### src/rtl/regwin_mgr.sv
module regwin_mgr #(
  parameter int NWIN = 8,
  parameter logic [NWIN-1:0] WIM_INIT = 2,
  localparam int CW = $clog2(NWIN)
) (
  input  logic          clk,
  input  logic          rst_n,
  input  logic          save_i,
  input  logic          restore_i,
  input  logic          svc_mode_i,
  input  logic          xfer_ack_i,
  output logic [CW-1:0] cwp_o,
  output logic [NWIN-1:0] wim_o,
  output logic          busy_o,
  output logic          xfer_dir_o,
  output logic [CW-1:0] xfer_win_o,
  output logic          ovf_trap_o,
  output logic          unf_trap_o
);

  localparam logic [CW-1:0] TOP = CW'(NWIN - 1);

  function automatic logic [CW-1:0] wdec(input logic [CW-1:0] w);
    return (w == '0) ? TOP : w - 1'b1;
  endfunction

  function automatic logic [CW-1:0] winc(input logic [CW-1:0] w);
    return (w == TOP) ? '0 : w + 1'b1;
  endfunction

  logic [CW-1:0]   cwp_q, xwin_q;
  logic [NWIN-1:0] wim_q;
  logic            busy_q, dir_q, ovf_q, unf_q;

  wire [CW-1:0] save_dst = wdec(cwp_q);
  wire [CW-1:0] rest_dst = winc(cwp_q);
  wire          save_bad = wim_q[save_dst];
  wire          rest_bad = wim_q[rest_dst];
  wire          do_save  = !busy_q && save_i;
  wire          do_rest  = !busy_q && !save_i && restore_i;

  wire [NWIN-1:0] wim_rr = {wim_q[0], wim_q[NWIN-1:1]};
  wire [NWIN-1:0] wim_rl = {wim_q[NWIN-2:0], wim_q[NWIN-1]};

  always_ff @(posedge clk) begin
    if (!rst_n) begin
      cwp_q  <= '0;
      wim_q  <= WIM_INIT;
      busy_q <= 1'b0;
      dir_q  <= 1'b0;
      xwin_q <= '0;
      ovf_q  <= 1'b0;
      unf_q  <= 1'b0;
    end else begin
      ovf_q <= 1'b0;
      unf_q <= 1'b0;
      if (busy_q) begin
        if (xfer_ack_i) begin
          busy_q <= 1'b0;
          if (dir_q) begin
            wim_q <= wim_rl;
            cwp_q <= rest_dst;
          end else begin
            wim_q <= wim_rr;
            cwp_q <= save_dst;
          end
        end
      end else if (do_save) begin
        if (!save_bad) cwp_q <= save_dst;
        else if (svc_mode_i) begin
          busy_q <= 1'b1;
          dir_q  <= 1'b0;
          xwin_q <= wdec(save_dst);
        end else ovf_q <= 1'b1;
      end else if (do_rest) begin
        if (!rest_bad) cwp_q <= rest_dst;
        else if (svc_mode_i) begin
          busy_q <= 1'b1;
          dir_q  <= 1'b1;
          xwin_q <= rest_dst;
        end else unf_q <= 1'b1;
      end
    end
  end

  assign cwp_o      = cwp_q;
  assign wim_o      = wim_q;
  assign busy_o     = busy_q;
  assign xfer_dir_o = dir_q;
  assign xfer_win_o = xwin_q;
  assign ovf_trap_o = ovf_q;
  assign unf_trap_o = unf_q;

  // rotation preserves the number of invalid windows
  a_r7_popcount: assert property (@(posedge clk) disable iff (!rst_n)
    1'b1 |=> $countones(wim_o) == $past($countones(wim_o)));

  // trap requests and a pending transfer are mutually exclusive
  a_r4_exclusive: assert property (@(posedge clk) disable iff (!rst_n)
    $onehot0({ovf_trap_o, unf_trap_o, busy_o}));

  // a trap leaves pointer and mask untouched
  a_r4_no_move: assert property (@(posedge clk) disable iff (!rst_n)
    (ovf_trap_o || unf_trap_o) |-> $stable(cwp_o) && $stable(wim_o));

  // strobes during a pending transfer change nothing
  a_r10_stall: assert property (@(posedge clk) disable iff (!rst_n)
    (busy_o && !xfer_ack_i) |=> busy_o && $stable(cwp_o) && $stable(wim_o)
                               && $stable(xfer_win_o) && $stable(xfer_dir_o));

  // spill ack steps the pointer down
  a_r7_spill_step: assert property (@(posedge clk) disable iff (!rst_n)
    (busy_o && !xfer_dir_o && xfer_ack_i) |=> !busy_o &&
      (cwp_o == (($past(cwp_o) == '0) ? TOP : $past(cwp_o) - 1'b1)));

  // fill ack steps the pointer up
  a_r9_fill_step: assert property (@(posedge clk) disable iff (!rst_n)
    (busy_o && xfer_dir_o && xfer_ack_i) |=> !busy_o &&
      (cwp_o == (($past(cwp_o) == TOP) ? '0 : $past(cwp_o) + 1'b1)));

endmodule

### config.mk
export PLATFORM = sky130hd
export DESIGN_NAME = regwin_mgr
export DESIGN_NICKNAME = d
export VERILOG_FILES = /design/src/rtl/regwin_mgr.sv
export SDC_FILE = /design/constraint.sdc
export NUM_CORES = 1
export LEC_CHECK = 0
export BUFFER_PORTS_ARGS = -buffer_cell sky130_fd_sc_hd__buf_4
export CORE_UTILIZATION = 40
export DETAILED_ROUTE_END_ITERATION = 16
export PLACE_DENSITY = 0.6
export SLEW_MARGIN = 10
export SYNTH_ARGS = -nofsm -noshare
export SYNTH_HDL_FRONTEND = slang
export SYNTH_SLANG_ARGS = --single-unit
### constraint.sdc
create_clock -name clk -period 2.75 [get_ports clk]
set_clock_uncertainty 0.05 [all_clocks]
set_input_delay 0.275 -clock clk [delete_from_list [all_inputs] [get_ports clk]]
set_output_delay 0.275 -clock clk [all_outputs]
set_load 0.05 [all_outputs]
==> impl_metrics.toml <==
[status]
status = "complete, but fails checks"
violations = "design-rule violations"

[layout]
syn_to_final_growth_pct = 16.9
drive_gt1_share_pct = 25.2
final_nets = 172
fillers = 288
antenna_cells = 0

[global_route]
antenna_found_initial = 0
grt_start_max_net_pins = 24
grt_pass1_wl_um = 4670
grt_overflow = 0
grt_usage_pct = 18.1
grt_pass1_vias = 979

[hold_path]
hp-start = "svc_mode_i"
min_path_cells = 4
holdPathEnd = "unf_trap_o"
hold_path_class = "input port to register"

[logic_synthesis]
synth_nets = 151
yosysTopAreaCell = "dfxtp_1"
synth.ff_latch_count = 18
syn_inst = 139
ys.warnings.count = 0
avgSynthCellArea_um2 = 8.81
synth_area_mm2 = 0.00122
synth_top_area_share_pct = 29.4
ys_types = 33
synthTopCellsByArea = "dfxtp_1 (29%), mux2i_1 (16%), nand2_1 (8.6%)"
yosysSeqAreaShare_pct = 29.4

[route]
drt_first_pass_iters = 10
routed_wl_um = 2650
vias_per_cell = 5.40
drt-initial-drc-count = 26
final_antenna_net_count = 0
post_drt_wl_per_cell_um = 14.0
drc_errors = 2
vias = 1026

[timing]
finalHoldViolations = 0
rsz0062_at_grt = "false"
tightest_slew_ns = 0.637
min_period_ns = 2.42
tns_ns = 0
relSlewSlack_pct = 57.6
fmax_ghz = 0.413
holdWs_ns = 0.202
setup_viol = 0
finalCritPeriodShare_pct = 88.1
drv_slew = 0

[worst_setup_path]
crit_fanout = 6
r2r_end = "xfer_win_o[0]"
ff2ff_setup_slack_ns = 0.33
crit_required_ns = 2.94
critPathKind = "register to register"
arrival_ns = 2.61
r2r-start = "cwp_o[0]"
cp-end-kind = "register"
cp-start-kind = "register"
r2r_cells = 8

[clock_network]
holdBufCountCts = 0
clkLatencyLatePin_ns = 0.31
clockRootBuffer = "clkbuf_4"
cts.sinks = 18
cts_made_buffers = 3
cts_resized = 0
post_cts_buffers = 0
cts_tree = "yes"
clk_pin_slew_ns = 0.11
ctsHtreeMaxLevel = 1
cts_buffer_depth = 2

[power]
powerDensity_mw_per_mm2 = 1100
power_leakage_uw = 0.000686
peakVddDrop_v = 0.000490

[placed_design]
gp_congestion = 0.873
dp_hpwl_um = 1930
portBuffers = 23

[run]
drv_cap = 0

[floorplanning]
io_pins = 24
die_h_um = 57.3
coreArea_mm2 = 0.00283
placementRows = 19
initial_core_util_pct = 43.3
die_w_um = 57.3
die-area_mm2 = 0.00329
## cells by family (layout without fill, tap and decap cells)
logic type               count (synthesis)  after routing  synth area share, %
buffers and inverters                   16             36                 6.44
adder cells (fa/ha/maj)                  6              6                 6.13
multiplexers                            22             22                 18.6
AO/OA/AOI/OAI                           28             28                 21.1
AND/OR/NAND/NOR                         49             49                 18.3
flip-flops                              18             18                 29.4
## layout make-up
cell class                 count  area [um^2]  area share (%)
multi-input combinational    105          786            54.9
sequential                    18          360            25.2
timing repair buffer          24          180            12.6
tap                           31         38.8            2.71
clock buffer                   4         36.3            2.53
inverter                       8         30.0            2.10
## cells in the mapped netlist
cell type and count:
a32oi_1 1, o311ai_0 1, clkbuf_1 5, nand2b_1 1, o21ai_4 1, a21o_2 1, a221oi_4 1, nand2b_2 1
o22a_2 1, a21oi_1 2, o21a_1 1, mux2_4 1, dfxtp_1 18, nand3_1 3, o211a_1 7, o221a_2 1
ha_1 6, and2_1 2, nor3_1 8, nand2_1 28, mux2_2 2, inv_1 8, nor2_1 4, o211ai_1 2
or4b_4 1, a21oi_2 1, and2b_1 1, buf_4 1, buf_6 2, o221a_4 1, o21ai_0 6, a211oi_1 1
mux2i_1 19
## power by group
part	switching (uW)	internal (uW)
registers	81.3	317
clock network	90.2	80.9
logic	600	410
total	771	808
## cells in the final DEF (no fill, tap or decap)
cell type and n:
o221a_2 1, nand2b_1 1, a21oi_1 2, o311ai_0 1, nand2_1 28, dfxtp_1 18
mux2i_1 19, o21ai_0 6, a211oi_1 1, o211a_1 7, a21o_2 1, nor2_1 4
a32oi_1 1, o22a_2 1, and2b_1 1, o21a_1 1, a21oi_2 1, o221a_4 1
a221oi_4 1, o21ai_4 1, ha_1 6, mux2_2 2, buf_4 24, nor3_1 8
nand3_1 3, and2_1 2, clkbuf_8 1, or4b_4 1, o211ai_1 2, nand2b_2 1
inv_1 8, mux2_4 1, clkbuf_4 3
## through the flow
step                utilization [%]  total power, uW  cells  instance area, um^2  setup slack, ns
finish                         50.6             1580    190                 1430            0.328
detailed placement             49.3             1420    186                 1400            0.351
CTS                            50.6             1590    190                 1430            0.314
floorplan                         -             1240    139                 1220           0.0127
global route                   50.6             1710    190                 1430            0.200
global placement               49.3             1410    186                 1400            0.402
## worst max path at each step
| stage | start | endpoint | slack (ns) | depth (start not counted) |
|---|---|---|---|---|
| 2_1_floorplan | cwp_o[0] | xfer_win_o[0] | 0.01 | 10 |
| 3_3_place_gp | cwp_o[0] | xfer_win_o[0] | 0.40 | 8 |
| 3_5_place_dp | cwp_o[0] | xfer_win_o[0] | 0.35 | 8 |
| 4_1_cts | cwp_o[0] | xfer_win_o[0] | 0.31 | 8 |
| 5_1_grt | cwp_o[0] | xfer_win_o[0] | 0.20 | 8 |
| 6_report | cwp_o[0] | xfer_win_o[0] | 0.33 | 8 |
## worst max-delay path: stages (launching register included)
cell     delay [ns]
dfxtp_1        0.36
ha_1           0.21
ha_1           0.43
mux2_4         0.20
a32oi_1        0.10
o221a_4        0.15
or4b_4         0.54
o21ai_4        0.11
mux2i_1        0.20
## state kept, by name, summed over array words and instances (netlist names)
register    cells
wim_o           8
cwp_o           3
xfer_win_o      3
busy_o          1
ovf_trap_o      1
unf_trap_o      1
xfer_dir_o      1
## routing by layer
metal,global-route usage [%],part of all wire [%],vias up
li1,-,-,537
met1,24.3,50,469
met2,29.4,46,15
met3,3.63,2.8,5
met4,5.23,1.4,0
met5,0,0,-
(Power assumes the default switching activity.)
